===== src/rtl/irq_core_ctrl.sv =====
module irq_core_ctrl #(
  parameter int N = 16,
  localparam int VW = (N > 1) ? $clog2(N) : 1
) (
  input  logic          clk,
  input  logic          rst_n,
  input  logic [N-1:0]  src_req,
  input  logic          bus_wr,
  input  logic [1:0]    bus_addr,
  input  logic [N-1:0]  bus_wdata,
  output logic [N-1:0]  bus_rdata,
  input  logic          ret_strobe,
  output logic          grant,
  output logic [VW-1:0] grant_idx
);
  localparam logic [1:0] A_MASK  = 2'd0;
  localparam logic [1:0] A_LATCH = 2'd1;
  localparam logic [1:0] A_ACT   = 2'd2;

  logic [N-1:0]  mask_q, latch_q, act_q;
  logic [N-1:0]  cand, take_bits, ret_bits, w1c_bits;
  logic [VW-1:0] best_idx, top_idx;
  logic          best_ok, top_ok, take;

  assign cand = latch_q & mask_q;

  always_comb begin
    best_idx = '0;
    best_ok  = 1'b0;
    top_idx  = '0;
    top_ok   = 1'b0;
    for (int i = N - 1; i >= 0; i--) begin
      if (cand[i]) begin
        best_idx = VW'(i);
        best_ok  = 1'b1;
      end
      if (act_q[i]) begin
        top_idx = VW'(i);
        top_ok  = 1'b1;
      end
    end
  end

  assign take      = best_ok && (!top_ok || best_idx < top_idx);
  assign take_bits = take ? (N'(1) << best_idx) : '0;
  assign ret_bits  = (ret_strobe && top_ok) ? (N'(1) << top_idx) : '0;
  assign w1c_bits  = (bus_wr && bus_addr == A_LATCH) ? bus_wdata : '0;

  always_ff @(posedge clk) begin
    if (!rst_n) begin
      mask_q    <= '0;
      latch_q   <= '0;
      act_q     <= '0;
      grant     <= 1'b0;
      grant_idx <= '0;
    end else begin
      if (bus_wr && bus_addr == A_MASK) mask_q <= bus_wdata;
      latch_q <= (latch_q & ~take_bits & ~w1c_bits) | src_req;
      act_q   <= (act_q & ~ret_bits) | take_bits;
      grant   <= take;
      if (take) grant_idx <= best_idx;
    end
  end

  always_comb begin
    case (bus_addr)
      A_MASK:  bus_rdata = mask_q;
      A_LATCH: bus_rdata = latch_q;
      A_ACT:   bus_rdata = act_q;
      default: bus_rdata = '0;
    endcase
  end

  assert_latch_keeps_req_R2: assert property (@(posedge clk) disable iff (!rst_n)
    (src_req != '0) |=> ((latch_q & $past(src_req)) == $past(src_req)));

  assert_grant_eligible_R4: assert property (@(posedge clk) disable iff (!rst_n)
    grant |-> ((($past(cand) >> grant_idx) & N'(1)) != '0) &&
              (($past(cand) & ~({N{1'b1}} << grant_idx)) == '0));

  assert_grant_marks_active_R5: assert property (@(posedge clk) disable iff (!rst_n)
    grant |-> (((act_q >> grant_idx) & N'(1)) != '0));

  assert_nest_outranks_R6: assert property (@(posedge clk) disable iff (!rst_n)
    grant |-> (($past(act_q) & ~({N{1'b1}} << grant_idx)) == '0) &&
              ((($past(act_q) >> grant_idx) & N'(1)) == '0));

  assert_return_drops_one_R7: assert property (@(posedge clk) disable iff (!rst_n)
    (ret_strobe && act_q != '0 && !take) |=>
      ($countones(act_q) == $countones($past(act_q)) - 1));

  assert_active_readonly_R10: assert property (@(posedge clk) disable iff (!rst_n)
    (!ret_strobe && !take) |=> (act_q == $past(act_q)));
endmodule


===== config.mk =====
export PLATFORM = sky130hd
export DESIGN_NAME = irq_core_ctrl
export DESIGN_NICKNAME = d
export VERILOG_FILES = /design/src/rtl/irq_core_ctrl.sv
export SDC_FILE = /design/constraint.sdc
export NUM_CORES = 1
export LEC_CHECK = 0
export ABC_CLOCK_PERIOD_IN_PS = 3900
export BUFFER_PORTS_ARGS = -buffer_cell sky130_fd_sc_hd__buf_2
export CAP_MARGIN = 15
export CORE_MARGIN = 2
export CORE_UTILIZATION = 44
export DETAILED_ROUTE_END_ITERATION = 6
export PLACE_DENSITY_LB_ADDON = 0.2
export SLEW_MARGIN = 20
export SYNTH_ARGS = -nofsm -noshare
export SYNTH_HDL_FRONTEND = slang
export SYNTH_SLANG_ARGS = --single-unit

===== constraint.sdc =====
create_clock -name clk -period 3.9 [get_ports clk]
set_clock_uncertainty 0.2 [all_clocks]
set_input_delay 0.78 -clock clk [delete_from_list [all_inputs] [get_ports clk]]
set_output_delay 0.78 -clock clk [all_outputs]
set_load 0.03 [all_outputs]

==> metrics.cfg, run 1 <==
[setup_path]
critical-path-max-stage-delay_ns = 0.59
crit_slowest_cell = or4_4
cp-start-kind = flop
r2r_setup_slack_ns = 0.33
critPathCaptureType = flop
path_cells = or4_4 > nor2b_4 > o21ai_0 > ha_1 > a211o_1 > o21ai_0 > nand4_1 > or2_1 > a22o_1
worst_ep_arrival_time_ns = 3.57
path_class = reg -> reg
cpMostUsedCell = o21ai_0
cp_max_fo = 6
r2r_start = act_q[7]
worstPathRequired_ns = 3.90
rr_endpoint = latch_q[5]
r2r_cells = 9

[synthesis]
synth-edff-count = 0
yosysSeqAreaShare = 0.3396
synth_area_sq_mm = 0.003124
synth-warning-count = 0
synthFlopType = dfxtp_1
async_flop_share = 0
synth-seq-cells = 53
syn_nets = 445
netlist_instances = 404
yosysUniqueCellTypes = 66
synth_area_per_cell_sq_um = 7.733

[global_routing]
antenna_found_initial = 0
grt_usage = 0.2508
grt_pass1_wl_mm = 15.06
grt_max_degree = 31
grt_overflow = 0
grt_pass1_vias = 2965

[flow_run]
cap_violations = 0

[die]
die_y_microns = 88.27
ios = 59
design.core.area_sq_mm = 0.006832
start_util = 0.4573
die_width_microns = 88.27
rows = 30
fp.dieArea_sq_mm = 0.007791

[sta]
max_slew_margin = 0.3902
finalHoldViolations = 0
setup_tns_ns = 0
setup_viol = 0
period_needed_ns = 3.573
tightest_slew_ns = 0.9136
drv_slew = 0
rsz0062_at_grt = no
fin_crit_sh = 0.9160
fmax_ghz = 0.2799

[power]
seqPwrFrac = 0.493
comb_power_share = 0.242
power.total_uw = 1200
p_clk_frac = 0.265
p_int_uw = 810.8
ir_worst_vdd_mv = 0.1848
swShare = 0.3242
p_per_area_mw_per_mm2 = 335.8
leakage_uw = 0.001429
p_switching_uw = 388.9

[clock_network]
post-cts-setup-buffer-count = 0
ctsResizeCount = 0
cts_inserted_buffers = 5
hold_buffers = 0
cts_tree = yes
cts_htree_levels = 2
clkTransAtPathRegs_ns = 0.09
cts.sinks = 53
cts_root_buffer = clkbuf_8
cts.path.max_buffers = 2
clkLatencyLatePin_ns = 0.31

[routing]
via_count = 3260
drc = 0
post_drt_wl_per_cell_microns = 17.43
antenna_left = 0
drt_iter0_markers = 274
vias_per_cell = 5.949
wirelength_mm = 9.554
drt_first_pass_iters = 6

[cells_and_area]
layout_common_cells = nand2_1 (89), buf_2 (58), dfxtp_1 (53), a21oi_1 (35), o21ai_0 (24)
drive_gt1_frac = 0.1991
layout_commonest_cell = nand2_1
area_delta_synth_final_pct = 14.34
diodes = 0
nets = 493

[outcome]
outcome = finished clean

[place]
portBuffers = 58
gp_congestion = 0.9092
hpwl_mm = 7.043

[min_path]
hp-start = grant_idx[1]
holdPathStages = 2
min_path_type = reg -> reg
hold_path_end = grant_idx[1]

==> critical path: cells and delay by family (launching register included) <==
family	cells	cell delay, ns
AO/OA/AOI/OAI	4	1.06
AND/OR/NAND/NOR	4	1.53
adder cells (fa/ha/maj)	1	0.30
flip-flops	1	0.36
==> synth_stat cells (all sizes together) (4+ instances only) <==
library cell | n | share of area
inv | 9 | 0.011
o21a | 6 | 0.014
nor2 | 19 | 0.023
dfxtp | 53 | 0.34
or4 | 5 | 0.014
a22o | 4 | 0.011
nor3 | 10 | 0.016
nand2 | 90 | 0.11
a21o | 4 | 0.010
a211oi | 7 | 0.017
nor4 | 7 | 0.016
mux2i | 17 | 0.054
o21ai | 25 | 0.041
and2 | 6 | 0.014
nand2b | 5 | 0.010
o211ai | 10 | 0.024
buf | 4 | 0.0076
a21oi | 38 | 0.067
nand3 | 9 | 0.016
clkbuf | 18 | 0.022
o31ai | 6 | 0.016
==> how the worst max path moves through the flow <==
| stage | start | endpoint | cells after the start |
|---|---|---|---|
| final | act_q[7] | latch_q[5] | 9 |
| after global routing | act_q[1] | latch_q[5] | 9 |
| after CTS | act_q[7] | latch_q[5] | 9 |
| after detailed placement | act_q[7] | latch_q[5] | 9 |
| after global placement | act_q[7] | latch_q[5] | 9 |
| after floorplan | bus_addr[0] | bus_rdata[0] | 4 |
==> metal layers <==
layer / wire, microns / part of all wire / GRT usage
met1: 4400 / 0.46 / 0.3406
met4: 176 / 0.018 / 0.06887
met2: 4462 / 0.47 / 0.4115
met5: 0 / 0 / 0
met3: 514 / 0.054 / 0.04478
==> flip-flops by register name, summed over array words and instances (netlist names) <==
register and cells:
latch_q 16, grant 1, mask_q 16, act_q 16
grant_idx 4
==> through the flow <==
step                      hold slack, ns  utilization  cells  setup WS (ns)  cell area (sq um)
final                             0.2546       0.5229    548         0.3275               3572
after global routing              0.2903       0.5229    548         0.1466               3572
after CTS                         0.2594       0.5229    548         0.3555               3572
after detailed placement          0.2464       0.5103    541         0.3859               3486
after global placement            0.2363       0.5103    541         0.4049               3486
after floorplan                   0.2489            -    404         0.4594               3124
==> cell type report <==
| class | instances | area, sq um |
|---|---|---|
| fillers | 692 | 3259 |
| multi-input cells | 320 | 1943 |
| flip-flops and latches | 53 | 1061 |
| repair buffers | 63 | 327.8 |
| well taps | 96 | 120.1 |
| clock buffers | 7 | 86.33 |
| inverters | 9 | 33.78 |
==> kinds of logic after synthesis <==
group | after synthesis | share of synthesized area
AOI/OAI and AO/OA | 134 | 0.2996
and+or+nand+nor | 166 | 0.2543
muxes | 17 | 0.05446
DFF | 53 | 0.3396
buffers and inverters | 31 | 0.04004
adders and majority gates | 3 | 0.01202
==> power by group through the flow <==
stage | registers [uW] | clock network (uW) | logic [uW]
after floorplan | 608 | 0 | 185
after global placement | 603 | 0 | 283
after detailed placement | 604 | 0 | 284
after CTS | 591 | 322 | 286
after global routing | 596 | 343 | 317
final | 592 | 317 | 291
Power figures use the tool's default switching activity.
==> inputs of run 2 (changes only) <==
--- a/config.mk
+++ b/config.mk
@@ -13,2 +13,3 @@
 export DETAILED_ROUTE_END_ITERATION = 6
+export GPL_TIMING_DRIVEN = 0
 export PLACE_DENSITY_LB_ADDON = 0.2
--- a/constraint.sdc
+++ b/constraint.sdc
@@ -4,2 +4,2 @@
 set_output_delay 0.78 -clock clk [all_outputs]
-set_load 0.03 [all_outputs]
+set_load 0.01 [all_outputs]
==> run 2 against run 1 <==
Non-clock buffer count up 17. Critical endpoint is now bus_rdata[6]. Die area unchanged. Largest cell class unchanged. First-iteration DRC count up 3.6%. Worst hold slack better by 0.0045 ns. Register-to-register slack worse by 0.02 ns.
==> metrics.cfg, run 2 (synthesis results as in run 1) <==
[routing]
wirelength_mm = 10.24
post_drt_wl_per_cell_microns = 18.12
drt_iter0_markers = 284
via_count = 3440
vias_per_cell = 6.088
antenna_left = 0
drc = 0
drt_first_pass_iters = 5

[outcome]
outcome = finished clean

[setup_path]
critPathCaptureType = primary output
cp-start-kind = input pin
r2r_setup_slack_ns = 0.31
endpoint = bus_rdata[6]
r2r_start = mask_q[1]
cp-startpoint = bus_addr[0]
worst_ep_arrival_time_ns = 2.71
cp_max_fo = 10
worstPathRequired_ns = 2.92
r2r_cells = 10
path_class = in -> out
rr_endpoint = latch_q[5]

[cells_and_area]
drive_gt1_frac = 0.1898
instances_no_fill = 565
area_delta_synth_final_pct = 16.18
diodes = 0
final_area_sq_mm = 0.003630
nets = 510
top_regs = act_q x16, latch_q x16, mask_q x16
multiInputGateArea_sq_mm = 0.001943
layout_common_cells = nand2_1 (89), buf_2 (59), dfxtp_1 (53), a21oi_1 (35), o21ai_0 (24)
layout_commonest_cell = nand2_1
nFillCells = 703
regArea_sq_mm = 0.001061

[power]
ir_worst_vdd_mv = 0.1705
leakage_uw = 0.001440
p_per_area_mw_per_mm2 = 331.4

[place]
place_ws_ns = 0.2483
gp_congestion = 0.9473
dp.cells = 558
portBuffers = 58
hpwl_mm = 7.702
placed_area_sq_mm = 0.003535

[global_routing]
busiest_layer = met2
grt_pass1_wl_mm = 15.74
antenna_found_initial = 0
met1_usage = 0.3588
grt_overflow = 0
met3_usage = 0.04291
met2_usage = 0.4361
grt_max_degree = 16
grt_pass1_vias = 3097
grt_usage = 0.2639

[flow_run]
cap_violations = 0

[sta]
rsz0062_at_grt = no
drv_slew = 0
max_slew_margin = 0.4378
setup_ws_ns = 0.2066
finalHoldViolations = 0
period_needed_ns = 3.693
fin_crit_sh = 0.9470
setup_tns_ns = 0
setup_viol = 0
whs_ns = 0.2591
fmax_ghz = 0.2708
tightest_slew_ns = 0.8403

[die]
design.core.area_sq_mm = 0.006832
die_y_microns = 88.27
start_util = 0.4573
rows = 30
fp.dieArea_sq_mm = 0.007791
ios = 59
die_width_microns = 88.27

[clock_network]
cts_tree = yes
clkLatencyLatePin_ns = 0.31
cts.sinks = 53
clkTransAtPathRegs_ns = 0.10
cts.path.max_buffers = 2
cts_htree_levels = 2
post-cts-setup-buffer-count = 0
cts_root_buffer = clkbuf_8
hold_buffers = 0
cts_inserted_buffers = 5
ctsResizeCount = 0

[min_path]
min_path_type = reg -> reg
holdPathStages = 2

==> run 2: worst min path at each step <==
stage / slack [ns] / end / start
floorplan: 0.25 / mask_q[3] / mask_q[3]
global placement: 0.24 / grant_idx[1] / grant_idx[1]
detailed placement: 0.25 / grant_idx[1] / grant_idx[1]
CTS: 0.27 / grant_idx[1] / grant_idx[1]
global route: 0.30 / grant_idx[2] / grant_idx[2]
finish: 0.26 / grant_idx[1] / grant_idx[1]
==> run 2: through the flow <==
stage	util	total power [uW]
2_1_floorplan	-	772.1
3_3_place_gp	0.5174	869.6
3_5_place_dp	0.5174	875.9
4_1_cts	0.5306	1197
5_1_grt	0.5313	1246
6_report	0.5313	1203
==> run 2: critical path: stages <==
cell      delay [ns]
buf_2           0.09
clkbuf_1        0.47
buf_1           0.67
mux2i_1         0.38
o21ai_0         0.15
buf_2           0.17
==> run 2: area by class of cell <==
type / count / area share
clock inverter: 1 / 0.002068
multi-input combinational: 320 / 0.5353
clock buffer: 6 / 0.02275
tap: 96 / 0.03309
sequential: 53 / 0.2923
buffer: 22 / 0.02516
timing repair buffer: 58 / 0.07997
inverter: 9 / 0.009307
==> run 2: layer usage <==
metal | vias to the layer above | routed length, microns
met2 | 171 | 4831
met5 | - | 0
li1 | 1611 | -
met1 | 1637 | 4311
met4 | 0 | 148
met3 | 21 | 943
==> run 2: power by group <==
group          leakage (uW)  switching, uW  internal, uW
Combinational      0.000963            176           103
Sequential         0.000434           24.4           568
Clock             0.0000433            191           141
==> inputs of run 3 (changes only) <==
Settings changed: PLACE_DENSITY set to 0.66, PLACE_DENSITY_LB_ADDON 0.2 to not set.
==> run 3 against run 2 <==
Die area stayed put. Via count fell by 4.2%. Routed wire length shrank 3.1%. Clock power down 6.3%. Sequential share of layout area grew 0.061 points. First-iteration DRC count down 18%.
==> metrics.cfg, run 3 (synthesis results as in run 1) <==
[setup_path]
cp-startpoint = bus_addr[0]
worstPathRequired_ns = 2.92
crit_slowest_cell = buf_1
critical-path-max-stage-delay_ns = 0.64
cp-start-kind = input pin
r2r_start = latch_q[6]
cp_max_fo = 10
path_class = in -> out
path_cells = buf_2 > clkbuf_1 > buf_1 > mux2i_1 > o21ai_0 > buf_2
cpMostUsedCell = buf_2
worst_ep_arrival_time_ns = 2.68
critPathCaptureType = primary output

[routing]
drc = 0
drt_iter0_markers = 234
via_count = 3295
drt_first_pass_iters = 5
post_drt_wl_per_cell_microns = 17.53
wirelength_mm = 9.920
antenna_left = 0
vias_per_cell = 5.822

[clock_network]
cts.sinks = 53
clkLatencyLatePin_ns = 0.31
cts_htree_levels = 2
hold_buffers = 0
ctsResizeCount = 0
cts.path.max_buffers = 2
post-cts-setup-buffer-count = 0
clkTransAtPathRegs_ns = 0.09
cts_inserted_buffers = 5
cts_root_buffer = clkbuf_8
cts_tree = yes

[place]
placed_area_sq_mm = 0.003535
hpwl_mm = 7.539
portBuffers = 58
gp_congestion = 0.9606

[sta]
period_needed_ns = 3.662
fin_crit_sh = 0.9390
whs_ns = 0.2531
drv_slew = 0
finalHoldViolations = 0
max_slew_margin = 0.4352
setup_viol = 0
fmax_ghz = 0.2731
tightest_slew_ns = 0.8441
setup_tns_ns = 0
rsz0062_at_grt = no

[power]
leakage_uw = 0.001442
p_per_area_mw_per_mm2 = 325.8
ir_worst_vdd_mv = 0.1953

[global_routing]
grt_overflow = 0
grt_pass1_wl_mm = 15.62
grt_pass1_vias = 3057
antenna_found_initial = 0
grt_usage = 0.2626
grt_max_degree = 16

[die]
fp.dieArea_sq_mm = 0.007791
die_width_microns = 88.27
rows = 30
ios = 59
die_y_microns = 88.27
design.core.area_sq_mm = 0.006832
start_util = 0.4573

[min_path]
hp-start = grant_idx[1]
min_path_type = reg -> reg

[cells_and_area]
nFillCells = 725
area_delta_synth_final_pct = 15.94
diodes = 0
layout_common_cells = nand2_1 (89), buf_2 (59), dfxtp_1 (53), a21oi_1 (35), o21ai_0 (24)
nets = 510
drive_gt1_frac = 0.1894
layout_commonest_cell = nand2_1
final_area_sq_mm = 0.003622
top_regs = act_q x16, latch_q x16, mask_q x16

[flow_run]
cap_violations = 0

[outcome]
outcome = finished clean

==> run 3: changes by cell type in the layout (fill, tap and decap cells not counted), sizes merged <==
cell and change:
clkinv +2, clkinvlp -1
==> run 3: metal layers <==
| metal | global-route usage | vias to the layer above | wire [microns] |
|---|---|---|---|
| met1 | 0.3622 | 1535 | 4377 |
| met3 | 0.04291 | 22 | 753 |
| met5 | 0 | - | 0 |
| met4 | 0.07025 | 0 | 200 |
| li1 | - | 1606 | - |
| met2 | 0.4279 | 132 | 4590 |
==> run 3: worst paths after layout <==
path | slack (ns) | endpoint | cells after the start
max | 0.24 | bus_rdata[6] | 6
min | 0.25 | grant_idx[1] | 2
max reg2reg | 0.38 | latch_q[5] | 11
min reg2reg | 0.25 | grant_idx[1] | 2
==> run 3: where the power goes <==
part | internal (uW) | total [uW] | switching [uW] | leakage (uW)
Combinational | 102 | 277 | 175 | 0.000963
Sequential | 567 | 591 | 23.7 | 0.000434
Clock | 125 | 312 | 186 | 0.0000450
Total | 795 | 1180 | 385 | 0.00144
==> run 3: layout make-up <==
cell class	count	area [sq um]	area share
Tap cell	96	120.1	0.03316
Timing Repair Buffer	58	290.3	0.08014
Clock buffer	6	72.57	0.02003
Inverter	9	33.78	0.009326
Multi-Input combinational cell	320	1943	0.5364
Clock inverter	2	10.01	0.002763
Sequential cell	53	1061	0.2929
Buffer	22	91.34	0.02522
==> run 3: worst max-delay path: cells and delay by family <==
| kind | cells | cell delay, ns |
|---|---|---|
| mux | 1 | 0.41 |
| compound gates | 1 | 0.12 |
| buf+inv | 4 | 1.38 |
==> run 3: metrics by stage <==
| stage | power (uW) | setup slack (ns) | utilization | instances |
|---|---|---|---|---|
| after floorplan | 772.1 | 0.8679 | - | 404 |
| after global placement | 870.5 | 0.3181 | 0.5174 | 558 |
| after detailed placement | 875.0 | 0.2698 | 0.5174 | 558 |
| after CTS | 1179 | 0.2738 | 0.5295 | 566 |
| after global routing | 1236 | 0.08391 | 0.5302 | 566 |
| final | 1180 | 0.2379 | 0.5302 | 566 |
